File: src/rtl/disp_irq_pkg.sv
package disp_irq_pkg;

    localparam int EVT_W = 10;

    localparam int OFS_RAW = 'h00;
    localparam int OFS_MSK = 'h04;
    localparam int OFS_ENS = 'h08;
    localparam int OFS_ENC = 'h0C;
    localparam int OFS_EOI = 'h10;

    typedef enum logic [1:0] {
        ST_ARMED    = 2'd0,
        ST_ACTIVE   = 2'd1,
        ST_WAIT_EOI = 2'd2
    } arm_state_e;

    // Implemented status bits: all except positions 4 and 7.
    function automatic logic [EVT_W-1:0] impl_mask();
        logic [EVT_W-1:0] m;
        for (int i = 0; i < EVT_W; i++) begin
            m[i] = (i != 4) && (i != 7);
        end
        return m;
    endfunction

endpackage

File: src/rtl/disp_irq_status.sv
module disp_irq_status
    import disp_irq_pkg::*;
#(
    parameter int W = EVT_W
) (
    input  logic         clk_i,
    input  logic         rst_ni,
    input  logic [W-1:0] set_i,
    input  logic [W-1:0] clr_i,
    output logic [W-1:0] stat_o
);

    logic [W-1:0] stat_q;

    // Set dominates clear on the same bit.
    always_ff @(posedge clk_i) begin
        if (!rst_ni) begin
            stat_q <= '0;
        end else begin
            stat_q <= (stat_q & ~clr_i) | set_i;
        end
    end

    assign stat_o = stat_q;

endmodule

File: src/rtl/disp_irq_enable.sv
module disp_irq_enable
    import disp_irq_pkg::*;
#(
    parameter int W = EVT_W
) (
    input  logic         clk_i,
    input  logic         rst_ni,
    input  logic [W-1:0] set_i,
    input  logic [W-1:0] clr_i,
    output logic [W-1:0] en_o
);

    logic [W-1:0] en_q;

    always_ff @(posedge clk_i) begin
        if (!rst_ni) begin
            en_q <= '0;
        end else begin
            en_q <= (en_q | set_i) & ~clr_i;
        end
    end

    assign en_o = en_q;

endmodule

File: src/rtl/disp_irq_arm_fsm.sv
module disp_irq_arm_fsm
    import disp_irq_pkg::*;
(
    input  logic       clk_i,
    input  logic       rst_ni,
    input  logic       pending_i,
    input  logic       eoi_i,
    output logic       irq_o,
    output arm_state_e state_o
);

    arm_state_e state_q, state_d;

    always_comb begin
        state_d = state_q;
        unique case (state_q)
            ST_ARMED: begin
                if (pending_i) state_d = ST_ACTIVE;
            end
            ST_ACTIVE: begin
                if (!pending_i) state_d = eoi_i ? ST_ARMED : ST_WAIT_EOI;
            end
            ST_WAIT_EOI: begin
                if (eoi_i) state_d = pending_i ? ST_ACTIVE : ST_ARMED;
            end
            default: state_d = ST_ARMED;
        endcase
    end

    always_ff @(posedge clk_i) begin
        if (!rst_ni) begin
            state_q <= ST_ARMED;
        end else begin
            state_q <= state_d;
        end
    end

    always_comb begin
        irq_o = 1'b0;
        unique case (state_q)
            ST_ACTIVE: irq_o = 1'b1;
            default:   irq_o = 1'b0;
        endcase
    end

    assign state_o = state_q;

endmodule

File: src/rtl/disp_irq_ctrl.sv
module disp_irq_ctrl
    import disp_irq_pkg::*;
#(
    parameter int ADDR_W = 5,
    parameter int DATA_W = 32
) (
    input  logic              clk_i,
    input  logic              rst_ni,
    input  logic [ADDR_W-1:0] addr_i,
    input  logic              wr_en_i,
    input  logic [DATA_W-1:0] wdata_i,
    output logic [DATA_W-1:0] rdata_o,
    input  logic [EVT_W-1:0]  evt_i,
    output logic              irq_o
);

    localparam logic [ADDR_W-1:0] A_RAW = ADDR_W'(OFS_RAW);
    localparam logic [ADDR_W-1:0] A_MSK = ADDR_W'(OFS_MSK);
    localparam logic [ADDR_W-1:0] A_ENS = ADDR_W'(OFS_ENS);
    localparam logic [ADDR_W-1:0] A_ENC = ADDR_W'(OFS_ENC);
    localparam logic [ADDR_W-1:0] A_EOI = ADDR_W'(OFS_EOI);
    localparam logic [EVT_W-1:0]  IMPL  = impl_mask();

    logic [EVT_W-1:0] wbits, stat_w, en_w, masked_w;
    logic [EVT_W-1:0] st_clr, en_set, en_clr;
    logic             eoi_wr;
    logic             wdata_unused;
    arm_state_e       state_w;

    assign wbits        = wdata_i[EVT_W-1:0] & IMPL;
    assign wdata_unused = ^wdata_i[DATA_W-1:EVT_W];

    assign st_clr = (wr_en_i && addr_i == A_MSK) ? wbits : '0;
    assign en_set = (wr_en_i && addr_i == A_ENS) ? wbits : '0;
    assign en_clr = (wr_en_i && addr_i == A_ENC) ? wbits : '0;
    assign eoi_wr = wr_en_i && addr_i == A_EOI;

    disp_irq_status #(.W(EVT_W)) status_i (
        .clk_i (clk_i),
        .rst_ni(rst_ni),
        .set_i (evt_i & IMPL),
        .clr_i (st_clr),
        .stat_o(stat_w)
    );

    disp_irq_enable #(.W(EVT_W)) enable_i (
        .clk_i (clk_i),
        .rst_ni(rst_ni),
        .set_i (en_set),
        .clr_i (en_clr),
        .en_o  (en_w)
    );

    assign masked_w = stat_w & en_w;

    disp_irq_arm_fsm arm_i (
        .clk_i    (clk_i),
        .rst_ni   (rst_ni),
        .pending_i(|masked_w),
        .eoi_i    (eoi_wr),
        .irq_o    (irq_o),
        .state_o  (state_w)
    );

    always_comb begin
        rdata_o = '0;
        if (addr_i == A_RAW) begin
            rdata_o = DATA_W'(stat_w);
        end else if (addr_i == A_MSK) begin
            rdata_o = DATA_W'(masked_w);
        end else if (addr_i == A_ENS || addr_i == A_ENC) begin
            rdata_o = DATA_W'(en_w);
        end
    end

endmodule

File: config.mk
export PLATFORM = sky130hd
export DESIGN_NAME = disp_irq_ctrl
export DESIGN_NICKNAME = d
export VERILOG_FILES = /design/src/rtl/disp_irq_pkg.sv /design/src/rtl/disp_irq_status.sv /design/src/rtl/disp_irq_enable.sv /design/src/rtl/disp_irq_arm_fsm.sv /design/src/rtl/disp_irq_ctrl.sv
export SDC_FILE = /design/constraint.sdc
export NUM_CORES = 1
export LEC_CHECK = 0
export BUFFER_PORTS_ARGS = -buffer_cell sky130_fd_sc_hd__buf_2
export CAP_MARGIN = 10
export CORE_MARGIN = 4
export CORE_UTILIZATION = 39
export DETAILED_ROUTE_END_ITERATION = 10
export PLACE_DENSITY = 0.87
export SLEW_MARGIN = 30
export SYNTH_ARGS = -nofsm -noshare
export SYNTH_HDL_FRONTEND = slang
export SYNTH_SLANG_ARGS = --single-unit
File: constraint.sdc
create_clock -name clk_i -period 1.4 [get_ports clk_i]
set_clock_uncertainty 0.1 [all_clocks]
set_input_delay 0.07 -clock clk_i [delete_from_list [all_inputs] [get_ports clk_i]]
set_output_delay 0.07 -clock clk_i [all_outputs]
set_load 0.02 [all_outputs]
=== Word-level counts from Yosys, hierarchy flattened ===
Index checks and enable logic that the tools add are counted.

* Eq/ne operators: 9
* Muxes and demuxes: 13
* Bitwise operators: 7
* Reductions and logical operators: 9

{| class="wikitable"
|+ Operators by type and width
! cell !! number
|-
| $mux 10 || 5
|-
| $mux 32 || 1
|-
| $and 10x10->10 || 3
|-
| $not 10->10 || 2
|-
| $or 10x10->10 || 2
|-
| $eq 5x4->1 const B || 2
|-
| $reduce_or 10->1 || 1
|-
| $mux 2 || 4
|-
| $pmux 2 s3 || 1
|-
| $eq 5x3->1 const B || 1
|-
| $eq 5x5->1 const B || 1
|-
| $logic_not 5->1 || 1
|-
| $logic_and 1x1->1 || 4
|-
| $ne 2x1->1 const B || 2
|-
| $reduce_and 3->1 || 1
|-
| $eq 2x1->1 const B || 1
|-
| $eq 2x2->1 const B || 1
|-
| $logic_not 2->1 || 1
|-
| $mux 1 || 2
|-
| $ne 2x2->1 const B || 1
|-
| $logic_or 1x1->1 || 1
|}

* Bits in registers: 22
* Input bits: 50
* Logic and storage cells: 41
* Output and inout port bits: 33

=== Logic depth before layout (Yosys ltp) ===
* Word-level depth: 6
* Gate-level depth with buffers: 5
* Gate-level depth less buffers: 3

=== Hierarchy ===
From an unflattened synthesis, not the netlist that was laid out.

* Cells, all modules: 157
* Area, all modules: 1378.8 um2

{| class="wikitable"
|+ By module, submodules not included
! module !! sequential area each (um2) !! area an instance (um2) !! cells an instance !! times used
|-
| disp_irq_ctrl || 0.0 || 570.5 || 86 || 1
|-
| disp_irq_enable || 200.2 || 362.8 || 30 || 1
|-
| disp_irq_status || 200.2 || 349.1 || 31 || 1
|-
| disp_irq_arm_fsm || 40.0 || 96.3 || 10 || 1
|}

=== Least setup slack after synthesis ===
No wires, ideal clock.

* Kind: input to register
* Start: input port addr_i[1]
* End: register status_i.stat_q[0], in the netlist status_i.stat_o[0]
* Data required time: 1166 ps
* Path slack: 133 ps
* Arrival time: 1033 ps
* Library setup time: 134 ps
* Stages on the path: 4
* Cell sequence: or3b_1 buf_2 nor4b_4 a31oi_1

* Longest elaborated chain between the ends: 6

{| class="wikitable"
|+ Ends and longest elaborated chain
! what !! line !! text
|-
| start, declared || disp_irq_ctrl.sv:9 || <nowiki>input logic [ADDR_W-1:0] addr_i,</nowiki>
|-
| $eq 5x3->1 || disp_irq_ctrl.sv:33 || <nowiki>assign st_clr = (wr_en_i && addr_i == A_MSK) ? wbits : '0;</nowiki>
|-
| $logic_and 1x1->1 || disp_irq_ctrl.sv:33 ||
|-
| $mux 10 || disp_irq_ctrl.sv:33 ||
|-
| $not 10->10 || disp_irq_status.sv:20 || <nowiki>stat_q <= (stat_q & ~clr_i) | set_i;</nowiki>
|-
| $and 10x10->10 || disp_irq_status.sv:20 ||
|-
| $or 10x10->10 || disp_irq_status.sv:20 ||
|-
| end signal, assigned || disp_irq_status.sv:20 ||
|-
| end, declared || disp_irq_status.sv:13 || <nowiki>logic [W-1:0] stat_q;</nowiki>
|}

No other way between the ends.
A chain may end at the register's enable or synchronous reset.

=== Worst setup path after layout ===
* Start: input port addr_i[4]
* End: output port rdata_o[3]

* Longest elaborated chain between the ends: 5
* Elaborated cells on any way between the ends: 8

{| class="wikitable"
|+ Ends and longest elaborated chain
! what !! line !! text
|-
| $eq 5x4->1 || disp_irq_ctrl.sv:71 || <nowiki>end else if (addr_i == A_ENS || addr_i == A_ENC) begin</nowiki>
|-
| $logic_or 1x1->1 || disp_irq_ctrl.sv:71 ||
|-
| $mux 10 || disp_irq_ctrl.sv:71 ||
|-
| $mux 10 || disp_irq_ctrl.sv:69 || <nowiki>end else if (addr_i == A_MSK) begin</nowiki>
|-
| $mux 32 * || disp_irq_ctrl.sv:67 || <nowiki>if (addr_i == A_RAW) begin</nowiki>
|-
| end, declared || disp_irq_ctrl.sv:12 || <nowiki>output logic [DATA_W-1:0] rdata_o,</nowiki>
|}

Every way passes the cells marked *; elsewhere a longest branch is shown, timed or not.

==> summary.md <==
| Metric | Value |
|---|---|
| Outcome | complete, no violations |
| Initial Utilization | 0.417 |
| Placed cell area | 1190 µm² |
| TritonCTS clock tree | done |
| Yosys reg bits | 18 |
| Mapped Area | 1050 µm² |
| Root Driver | clkbuf_4 |
| DP HPWL | 2040 µm |
| Crit start category | input pin |
| Postcts setup bufs | 0 |
| Synth Area in Adders | 0 |
| Buffers & Inverters on Critical Path | 2 |
| TritonCTS Buffers | 3 |
| Clk buf depth | 2 |
| Port bufs | 32 |
| Final ANT Viol Nets | 0 |
| Drt wl/cell | 13.4 µm |
| Final hold violations | 0 |
| Antenna diodes | 0 |
| CP max stage cell | or3_2 |
| First-pass GRT wire length | 4590 µm |
| Mean Syn Cell Area | 8.35 µm² |
| Min-Delay Path Class | in2reg |
| CP Depth | 4 |
| Fillers | 248 |
| Initial antenna violation count | 0 |
| RePlAce Congestion | 0.785 |
| Layout net count | 230 |
| Tmin final | 1.32 ns |
| Endpoints failing setup | 0 |
| # DRC | 0 |
| Setup crit end kind | primary output |
| Unique cell type count in the Yosys netlist | 26 |
| Xor/xnor cell area share of the yosys netlist | 0 |
| Largest net degree at the start of global routing | 13 |
| Sink Count | 18 |
| Required @ worst endpoint | 1.23 ns |
| Largest family of logic cells by synthesized area | compound AO/OA/AOI/OAI gates |
| Hold path depth | 3 |
| I/O pin cnt | 83 |
| Max Clock Freq | 755 MHz |
| Initial DRC Count | 49 |
| Die ar. | 3590 µm² |
| RSZ-0062 raised after global routing | no |
| Area Overhead vs Synth | 31.5% |
| Main flop type after synthesis | dfxtp_1 |
| H-tree levels | 1 |
| Final Max Tran Viols | 0 |
| Syn Inst Count | 126 |
| Skew-Pair Late Insertion Delay | 0.30 ns |
| EDFF count, synth | 0 |
| Via/cell ratio | 5.21 |
| Fin crit share | 0.946 |
| Synth Area in Simple Gates | 0.126 |
| Crit path cell chain | buf_2 -> or3_2 -> nor2_1 -> buf_2 |
| CP Data Arrival Time | 1.15 ns |
| Total Wirelength | 2800 µm |
| Cts hold-fix bufs | 16 |
| CP max stage delay | 0.60 ns |
| Maxcap violations | 0 |
| Syn. warnings | 0 |
| Core area | 2520 µm² |
| Vias in the first global route | 1037 |
| Worst path top cell family by delay | simple AND/OR/NAND/NOR gates |
| GRT Total Usage | 0.167 |
| Total power | 1.10 mW |
| Post-synthesis mux area share | 0 |
| Worst path most repeated cell | buf_2 |
| Crit Path Max Fanout | 8 |
| PD cells | 797 nW/µm² |
| Finished Cell Area | 1380 µm² |
| Classification of the worst setup path | in2out |
| Post-cts gate resize count | 0 |
| Die H | 59.9 µm |
| Share of cells above drive strength 1 | 0.274 |
| Async SR Flop Fraction | 0 |
| # rows | 18 |
| GRT overflow | 0 |
| Cells on worst reg2reg path | 3 |
| Die W | 59.9 µm |
| Vias | 1088 |
| Sequential area share after synthesis | 0.342 |
| CTS clk-pin slew, worst paths | 0.10 ns |
| VDD IR max | 0.000836 V |
| TritonRoute pass-1 iters | 4 |
| LEAKAGE | 0.636 nW |
| Post-synthesis compound-gate area fraction | 0.294 |
layout by cell type, fill, tap and decap left out, drive strengths merged, types with 8 or more instances in the layout:
cell	count
nor2	9
conb	24
dfxtp	18
inv	10
o21ai	9
a211oi	8
buf	40
a31oi	16
o22ai	8
dlygate4sd3	16
routing by layer:
metal,GRT usage,wire length (µm),up-vias
met1,0.198,1090,514
met5,0,0,-
met4,0.0190,12,0
met3,0.0454,236,3
met2,0.307,1460,46
li1,-,-,525
Yosys cell counts, types with 2 or more instances:
cell type / instances / area, µm²
buf_4: 25 / 188
dfxtp_1: 18 / 360
a31oi_1: 16 / 100
inv_1: 10 / 37.5
nor2_1: 9 / 33.8
o21ai_0: 9 / 45.0
a211oi_1: 8 / 60.1
o22ai_1: 8 / 50.1
a22oi_1: 4 / 30.0
buf_2: 2 / 10.0
clkbuf_1: 2 / 7.51
final timing paths:
| path | start | to | slack (ns) |
|---|---|---|---|
| worst max-delay path | addr_i[4] | rdata_o[3] | 0.08 |
| worst min-delay path | rst_ni | status_i.stat_o[0]$_SDFF_PN0_ | 0.03 |
| worst max register to register | enable_i.en_o[3]$_SDFF_PN0_ | arm_i.state_o[0]$_SDFFE_PN0P_ | 0.26 |
| worst min register to register | arm_i.state_o[1]$_SDFFE_PN0P_ | arm_i.state_o[1]$_SDFFE_PN0P_ | 0.44 |
power by group:
group	internal, mW	total (mW)	leakage [nW]	switching (mW)
combinational	0.0920	0.235	0.468	0.143
clock	0.159	0.321	0.0210	0.163
sequential	0.531	0.546	0.148	0.0148
total	0.782	1.10	0.636	0.320
tightest hold or removal path: cells and delay by family:
family,cells,cell delay [ns]
compound gates,2,0.14
buf+inv,1,0.18
kinds of logic (layout without fill, tap and decap cells):
| family | count (synthesis) | in the layout |
|---|---|---|
| DFF | 18 | 18 |
| buffers and inverters | 40 | 70 |
| other | 1 | 24 |
| AOI/OAI and AO/OA | 48 | 48 |
| and+or+nand+nor | 19 | 19 |
state kept, by name, summed over array words and instances, names as in the netlist:
name,cells
enable_i.en_o,8
status_i.stat_o,8
arm_i.state_o,2
through the flow:
stage | setup TNS (ns) | setup WS (ns) | std cells | hold WS (ns) | util
after global routing | 0 | 0.0239 | 209 | 0.00837 | 0.549
after CTS | 0 | 0.0976 | 209 | 0.0101 | 0.549
after floorplan | 0 | 0.133 | 149 | 0.0670 | -
after detailed placement | -0.0335 | -0.0151 | 189 | 0.191 | 0.471
final | 0 | 0.0758 | 209 | 0.0347 | 0.549
after global placement | 0 | 0.0177 | 189 | 0.184 | 0.471
layout make-up:
type | instances | area [µm²] | share of cell area
Timing Repair Buffer | 56 | 380 | 0.275
Tap cell | 30 | 37.5 | 0.0271
Inverter | 10 | 37.5 | 0.0271
Sequential cell | 18 | 360 | 0.260
Multi-Input combinational cell | 91 | 532 | 0.384
Clock buffer | 4 | 36.3 | 0.0262
No activity file was read; power rests on OpenSTA's default activity.
